--- src/rtl/rcnt_pkg.sv ---
package rcnt_pkg;

    typedef enum logic [1:0] {
        FLV_PIXEL = 2'd0,
        FLV_LINE  = 2'd1,
        FLV_DIV8  = 2'd2
    } flavour_e;

    typedef enum logic [1:0] {
        SEL_COUNT  = 2'd0,
        SEL_MODE   = 2'd1,
        SEL_TARGET = 2'd2,
        SEL_NONE   = 2'd3
    } reg_sel_e;

    typedef enum logic {
        IRQ_ARMED = 1'b0,
        IRQ_SPENT = 1'b1
    } irq_state_e;

    typedef struct packed {
        logic tgt;
        logic ovf;
    } cnt_ev_t;

    // mode word bit positions
    localparam int B_STOP    = 0;
    localparam int B_RST_TGT = 3;
    localparam int B_IRQ_TGT = 4;
    localparam int B_IRQ_OVF = 5;
    localparam int B_REPEAT  = 6;
    localparam int B_SRC     = 8;
    localparam int B_DIV     = 9;
    localparam int B_EVENT   = 10;
    localparam int B_HIT_TGT = 11;
    localparam int B_HIT_OVF = 12;

    // highest bit a mode write stores
    localparam int WR_TOP    = 9;

endpackage

--- src/rtl/rcnt_tick_sel.sv ---
module rcnt_tick_sel
    import rcnt_pkg::*;
#(
    parameter flavour_e FLAVOUR = FLV_PIXEL,
    parameter int       PRE_W   = 3
) (
    input  logic clk,
    input  logic rst_n,
    input  logic mode_wr,
    input  logic src_sel,
    input  logic div_sel,
    input  logic stop,
    input  logic px_tick,
    input  logic ln_tick,
    output logic tick
);

    generate
        if (FLAVOUR == FLV_DIV8) begin : g_div
            logic [PRE_W-1:0] pre_q;
            logic             pre_full;
            logic             unused_in;

            assign pre_full  = (pre_q == {PRE_W{1'b1}});
            assign unused_in = ^{src_sel, px_tick, ln_tick};

            always_ff @(posedge clk or negedge rst_n) begin
                if (!rst_n)       pre_q <= '0;
                else if (mode_wr) pre_q <= '0;
                else              pre_q <= pre_q + 1'b1;
            end

            assign tick = !stop && (div_sel ? pre_full : 1'b1);
        end else if (FLAVOUR == FLV_LINE) begin : g_line
            logic unused_in;
            assign unused_in = ^{clk, rst_n, mode_wr, div_sel, stop, px_tick};
            assign tick      = src_sel ? ln_tick : 1'b1;
        end else begin : g_pixel
            logic unused_in;
            assign unused_in = ^{clk, rst_n, mode_wr, div_sel, stop, ln_tick};
            assign tick      = src_sel ? px_tick : 1'b1;
        end
    endgenerate

endmodule

--- src/rtl/rcnt_core.sv ---
module rcnt_core
    import rcnt_pkg::*;
#(
    parameter int DATA_W = 16
) (
    input  logic              clk,
    input  logic              rst_n,
    input  logic              wr_count,
    input  logic              wr_mode,
    input  logic              wr_target,
    input  logic              rd_mode,
    input  logic [DATA_W-1:0] wdata,
    input  logic              tick,
    output logic [DATA_W-1:0] count_q,
    output logic [DATA_W-1:0] mode_q,
    output logic [DATA_W-1:0] target_q,
    output cnt_ev_t           ev
);

    localparam logic [DATA_W-1:0] KEEP_MASK = DATA_W'((1 << (WR_TOP + 1)) - 1);

    logic              any_wr;
    logic              step;
    logic [DATA_W:0]   nxt;
    logic [DATA_W-1:0] count_nx;
    logic [DATA_W-1:0] mode_nx;

    assign any_wr = wr_count || wr_mode || wr_target;
    assign step   = tick && !any_wr;
    assign nxt    = {1'b0, count_q} + (DATA_W + 1)'(1);

    assign ev.tgt = step && (nxt[DATA_W-1:0] == target_q);
    assign ev.ovf = step && nxt[DATA_W];

    always_comb begin
        count_nx = count_q;
        if (wr_count)                       count_nx = wdata;
        else if (wr_mode)                   count_nx = '0;
        else if (ev.tgt && mode_q[B_RST_TGT]) count_nx = '0;
        else if (step)                      count_nx = nxt[DATA_W-1:0];
    end

    always_comb begin
        mode_nx = mode_q;
        if (wr_mode) begin
            mode_nx = wdata & KEEP_MASK;
        end else begin
            if (rd_mode) begin
                mode_nx[B_HIT_TGT] = 1'b0;
                mode_nx[B_HIT_OVF] = 1'b0;
            end
            if (ev.tgt) begin
                mode_nx[B_HIT_TGT] = 1'b1;
                mode_nx[B_EVENT]   = 1'b1;
            end
            if (ev.ovf) begin
                mode_nx[B_HIT_OVF] = 1'b1;
                mode_nx[B_EVENT]   = 1'b1;
            end
        end
    end

    always_ff @(posedge clk or negedge rst_n) begin
        if (!rst_n) begin
            count_q  <= '0;
            mode_q   <= '0;
            target_q <= '0;
        end else begin
            count_q <= count_nx;
            mode_q  <= mode_nx;
            if (wr_target) target_q <= wdata;
        end
    end

endmodule

--- src/rtl/rcnt_irq.sv ---
module rcnt_irq
    import rcnt_pkg::*;
(
    input  logic clk,
    input  logic rst_n,
    input  logic rearm,
    input  logic req,
    input  logic rpt_en,
    output logic irq
);

    irq_state_e state_q;
    irq_state_e state_nx;
    logic       fire;

    always_comb begin
        state_nx = state_q;
        unique case (state_q)
            IRQ_ARMED: begin
                if (rearm)                state_nx = IRQ_ARMED;
                else if (req && !rpt_en)  state_nx = IRQ_SPENT;
            end
            IRQ_SPENT: begin
                if (rearm)                state_nx = IRQ_ARMED;
            end
            default:                      state_nx = IRQ_ARMED;
        endcase
    end

    always_ff @(posedge clk or negedge rst_n) begin
        if (!rst_n) state_q <= IRQ_ARMED;
        else        state_q <= state_nx;
    end

    assign fire = !rearm && req && ((state_q == IRQ_ARMED) || rpt_en);

    always_ff @(posedge clk or negedge rst_n) begin
        if (!rst_n) irq <= 1'b0;
        else        irq <= fire;
    end

endmodule

--- src/rtl/rcnt_channel.sv ---
module rcnt_channel
    import rcnt_pkg::*;
#(
    parameter flavour_e FLAVOUR = FLV_PIXEL,
    parameter int       DATA_W  = 16,
    parameter int       PRE_W   = 3
) (
    input  logic              clk,
    input  logic              rst_n,
    input  logic              px_tick,
    input  logic              ln_tick,
    input  logic              wr_en,
    input  logic              rd_en,
    input  logic [1:0]        addr,
    input  logic [DATA_W-1:0] wdata,
    output logic [DATA_W-1:0] rdata,
    output logic              irq
);

    logic              wr_count;
    logic              wr_mode;
    logic              wr_target;
    logic              rd_mode;
    logic              tick;
    logic              irq_req;
    logic [DATA_W-1:0] count_q;
    logic [DATA_W-1:0] mode_q;
    logic [DATA_W-1:0] target_q;
    cnt_ev_t           ev;

    assign wr_count  = wr_en && (addr == SEL_COUNT);
    assign wr_mode   = wr_en && (addr == SEL_MODE);
    assign wr_target = wr_en && (addr == SEL_TARGET);
    assign rd_mode   = rd_en && (addr == SEL_MODE);

    rcnt_tick_sel #(
        .FLAVOUR (FLAVOUR),
        .PRE_W   (PRE_W)
    ) u_tick (
        .clk     (clk),
        .rst_n   (rst_n),
        .mode_wr (wr_mode),
        .src_sel (mode_q[B_SRC]),
        .div_sel (mode_q[B_DIV]),
        .stop    (mode_q[B_STOP]),
        .px_tick (px_tick),
        .ln_tick (ln_tick),
        .tick    (tick)
    );

    rcnt_core #(
        .DATA_W (DATA_W)
    ) u_core (
        .clk       (clk),
        .rst_n     (rst_n),
        .wr_count  (wr_count),
        .wr_mode   (wr_mode),
        .wr_target (wr_target),
        .rd_mode   (rd_mode),
        .wdata     (wdata),
        .tick      (tick),
        .count_q   (count_q),
        .mode_q    (mode_q),
        .target_q  (target_q),
        .ev        (ev)
    );

    assign irq_req = (ev.tgt && mode_q[B_IRQ_TGT]) || (ev.ovf && mode_q[B_IRQ_OVF]);

    rcnt_irq u_irq (
        .clk    (clk),
        .rst_n  (rst_n),
        .rearm  (wr_mode),
        .req    (irq_req),
        .rpt_en (mode_q[B_REPEAT]),
        .irq    (irq)
    );

    always_comb begin
        unique case (addr)
            SEL_COUNT:  rdata = count_q;
            SEL_MODE:   rdata = mode_q;
            SEL_TARGET: rdata = target_q;
            default:    rdata = '0;
        endcase
    end

endmodule

--- config.mk ---
export PLATFORM = sky130hd
export DESIGN_NAME = rcnt_channel
export DESIGN_NICKNAME = d
export VERILOG_FILES = /design/src/rtl/rcnt_pkg.sv /design/src/rtl/rcnt_tick_sel.sv /design/src/rtl/rcnt_core.sv /design/src/rtl/rcnt_irq.sv /design/src/rtl/rcnt_channel.sv
export SDC_FILE = /design/constraint.sdc
export NUM_CORES = 1
export LEC_CHECK = 0
export BUFFER_PORTS_ARGS = -buffer_cell sky130_fd_sc_hd__buf_2
export CAP_MARGIN = 0
export CORE_MARGIN = 2
export CORE_UTILIZATION = 59
export CTS_CLUSTER_SIZE = 10
export DETAILED_ROUTE_END_ITERATION = 6
export HOLD_SLACK_MARGIN = 0.03
export MAX_ROUTING_LAYER = met4
export PLACE_DENSITY = 0.83
export SYNTH_ARGS = -nofsm -noshare
export SYNTH_HDL_FRONTEND = slang
export SYNTH_HIERARCHICAL = 1
export SYNTH_SLANG_ARGS = --single-unit
--- constraint.sdc ---
create_clock -name clk -period 2.9 [get_ports clk]
set_input_delay 0.145 -clock clk [delete_from_list [all_inputs] [get_ports clk]]
set_output_delay 0.145 -clock clk [all_outputs]
set_load 0.005 [all_outputs]
==> results.py <==
metrics = {
    "timing": {
        "final.setup.tns_ps": 0,
        "min_period_ps": 2720,
        "final-setup-viol-count": 0,
        "finalCritPeriodShare_pct": 93.8,
        "fin_skew_ps": 6.24,
        "whs_ps": 49.1,
        "rsz0062_at_grt": "false",
        "slew_viol_final": 0,
        "slew_headroom_pct": 28.7,
        "worst_pin_slew_ps": 1070,
        "timing.fmax_mhz": 368,
        "hold_violations": 0,
    },
    "yosys": {
        "yosysSeqAreaShare_pct": 34.7,
        "yosysUniqueCellTypes": 66,
        "async_reset_ff_share_pct": 100,
        "synthCells": 326,
        "netlist_area_um2": 3390,
        "synth.avg_cell_area_um2": 10.4,
        "ys_warn_count": 6,
        "ys.flop_type": "dfrtp_1",
        "synth_edf_count": 0,
        "ys_ff_latch": 47,
    },
    "detailed_routing": {
        "drt_iter0_markers": 233,
        "drc": 0,
        "viasPerCell": 6.36,
        "firstDrtPassIters": 4,
        "via_count": 2830,
        "wl_per_cell_um": 18.8,
        "drtAntennaViolNets": 0,
        "drt_wl_total_um": 8370,
    },
    "worst_setup_path": {
        "cp-end-kind": "flip-flop",
        "startpoint_type": "flip-flop",
        "crit_required_ps": 3080,
        "crit_type": "flip-flop to flip-flop",
        "crit_arrival_ps": 2900,
        "crit_fanout": 7,
    },
    "clocking": {
        "cts.clk_slew.worst_paths_ps": 80,
        "clkLatencyLatePin_ps": 290,
        "clock-sinks": 47,
        "htreeDepth": 2,
        "cts_buffers": 5,
        "cts_root_buffer": "clkbuf_8",
        "clock_path_buffers": 2,
        "cts_tree": "yes",
        "cts_hold_buffers": 0,
    },
    "layout": {
        "insertedDiodeCount": 0,
        "fin_nets": 399,
        "drive_above_1_share_pct": 34.6,
        "final_common_cell": "dfrtp_1",
        "final_core_util_pct": 66.8,
        "area_delta_synth_final_pct": 9.31,
        "final_cell_mix": "47 x dfrtp_1, 39 x buf_2, 31 x buf_4, 26 x mux2_2, 21 x nand3_1",
    },
    "floorplan": {
        "core_um2": 5540,
        "initial_core_util_pct": 61.2,
        "die_y_um": 79.8,
        "die-area_um2": 6360,
        "rows": 27,
        "io_pins": 41,
        "die_w_um": 79.8,
    },
    "grt": {
        "antenna_found_initial": 0,
        "grt_overflow": 0,
        "grt_first_pass_wirelength_um": 13700,
        "grt_pass1_vias": 2791,
        "track_usage_pct": 28.3,
        "grt_max_degree": 48,
    },
    "power": {
        "p_seq_share_pct": 38.4,
        "p_clk_share_pct": 14.0,
        "p_int_w": 0.00156,
        "total_power_w": 0.00260,
        "p_per_area_nw_per_um2": 702,
        "switching_share_pct": 39.8,
        "p_switching_w": 0.00104,
        "peakVddDrop_mv": 0.399,
        "power.leakage_nw": 1.57,
        "p_comb_share_pct": 47.6,
    },
    "placement": {
        "dp_hpwl_um": 6030,
        "port_buffers": 39,
        "place_congestion": 0.985,
    },
    "status": {
        "status": "finished clean",
    },
    "worst_hold_path": {
        "hold_path_class": "input pin to async pin",
    },
    "run": {
        "drv_cap": 0,
    },
}
## synthesized netlist by cell type (2+ instances only)
cell,instances,share of area [%]
o2bb2ai_1,16,4.1
xnor2_1,11,2.8
or3_1,2,0.37
and2_1,3,0.55
nor4_1,4,0.74
nand4_1,9,1.7
nor3b_1,2,0.44
buf_6,6,2.0
nand3b_1,3,0.66
mux2i_1,16,4.7
a21oi_1,13,1.9
buf_2,3,0.44
and3_1,2,0.37
mux2_2,26,8.6
a21oi_2,8,2.1
a221o_1,12,3.5
inv_1,8,0.89
nor3_1,6,0.89
xor2_1,8,2.1
o22ai_1,2,0.37
clkbuf_8,7,2.8
buf_4,5,1.1
or4_1,7,1.6
nor2_1,9,1.0
or4_2,4,1.0
o211ai_1,5,1.1
clkbuf_1,6,0.66
nand3_1,21,3.1
nand2b_1,4,0.74
o21ai_0,6,0.89
dfrtp_1,47,35
nand2_1,11,1.2
## path summary, 6_finish.rpt
path	depth (start not counted)	slack, ps	from	end
worst max-delay path	9	180	u_core/count_q[11]$_DFFE_PN0P_	u_core/count_q[10]$_DFFE_PN0P_
worst min-delay path	1	50	rst_n	u_core/target_q[1]$_DFFE_PN0P_
worst max register to register	9	180	u_core/count_q[11]$_DFFE_PN0P_	u_core/count_q[10]$_DFFE_PN0P_
worst min register to register	1	520	u_core/mode_q[0]$_DFFE_PN0P_	u_core/mode_q[0]$_DFFE_PN0P_
max in group asynchronous	1	2200	rst_n	u_core/target_q[11]$_DFFE_PN0P_
min in group clk	2	80	wdata[11]	u_core/count_q[11]$_DFFE_PN0P_
## power groups by stage
stage          Combinational (W)  Clock [W]  Sequential [W]
6_report                 0.00124   0.000365        0.000998
5_1_grt                  0.00135   0.000403         0.00102
2_1_floorplan           0.000950          0        0.000962
3_5_place_dp             0.00122          0         0.00100
4_1_cts                  0.00122   0.000380        0.000993
3_3_place_gp             0.00118          0        0.000990
## final cells by class
| type | count | area (um2) |
|---|---|---|
| Timing Repair Buffer | 70 | 428 |
| Multi-Input combinational cell | 242 | 1910 |
| Tap cell | 72 | 90.1 |
| Inverter | 8 | 30.0 |
| Sequential cell | 47 | 1180 |
| Clock buffer | 6 | 72.6 |
| Fill cell | 473 | 1840 |
## repair_timing
action	4_1_cts	5_1_grt
resized for setup	0	0
setup buffers	0	2
setup endpoints to repair	0	12
## registers in the layout (all words and copies together) (netlist names)
register         flops
u_irq/irq            1
u_core/target_q     16
u_irq/state_q        1
u_core/count_q      16
u_core/mode_q       13
## layer usage
| metal | vias to the layer above | part of all wire, % | track usage, % |
|---|---|---|---|
| li1 | 1321 | - | - |
| met1 | 1396 | 44 | 36.0 |
| met4 | 0 | 1.6 | 7.80 |
| met3 | 16 | 4.2 | 4.07 |
| met5 | - | 0 | - |
| met2 | 97 | 50 | 47.6 |
## critical path, cell delays in order (launching register included)
cell and delay (ps):
dfrtp_1 460, nand4_1 270, or4_4 510, xnor2_1 250
nand3_1 160, nor4_4 290, buf_4 200, buf_4 160
a21oi_1 50, a221o_1 260
## metrics by stage
step                std cells  area [um2]  worst slack (ps)
CTS                       443        3690               130
global placement          437        3620               257
finish                    445        3700               181
detailed placement        437        3620               146
floorplan                 328        3400               261
global route              445        3700              22.2
## logic make-up after synthesis
family                     synth area share [%]
adders and majority gates                 0.369
other                                     0.111
DFF                                        34.7
xor gates and xnor gates                   5.58
AOI/OAI and AO/OA                          17.9
and+or+nand+nor                            18.6
buffers and inverters                      9.38
muxes                                      13.4
No activity file was read; power rests on OpenSTA's default activity.
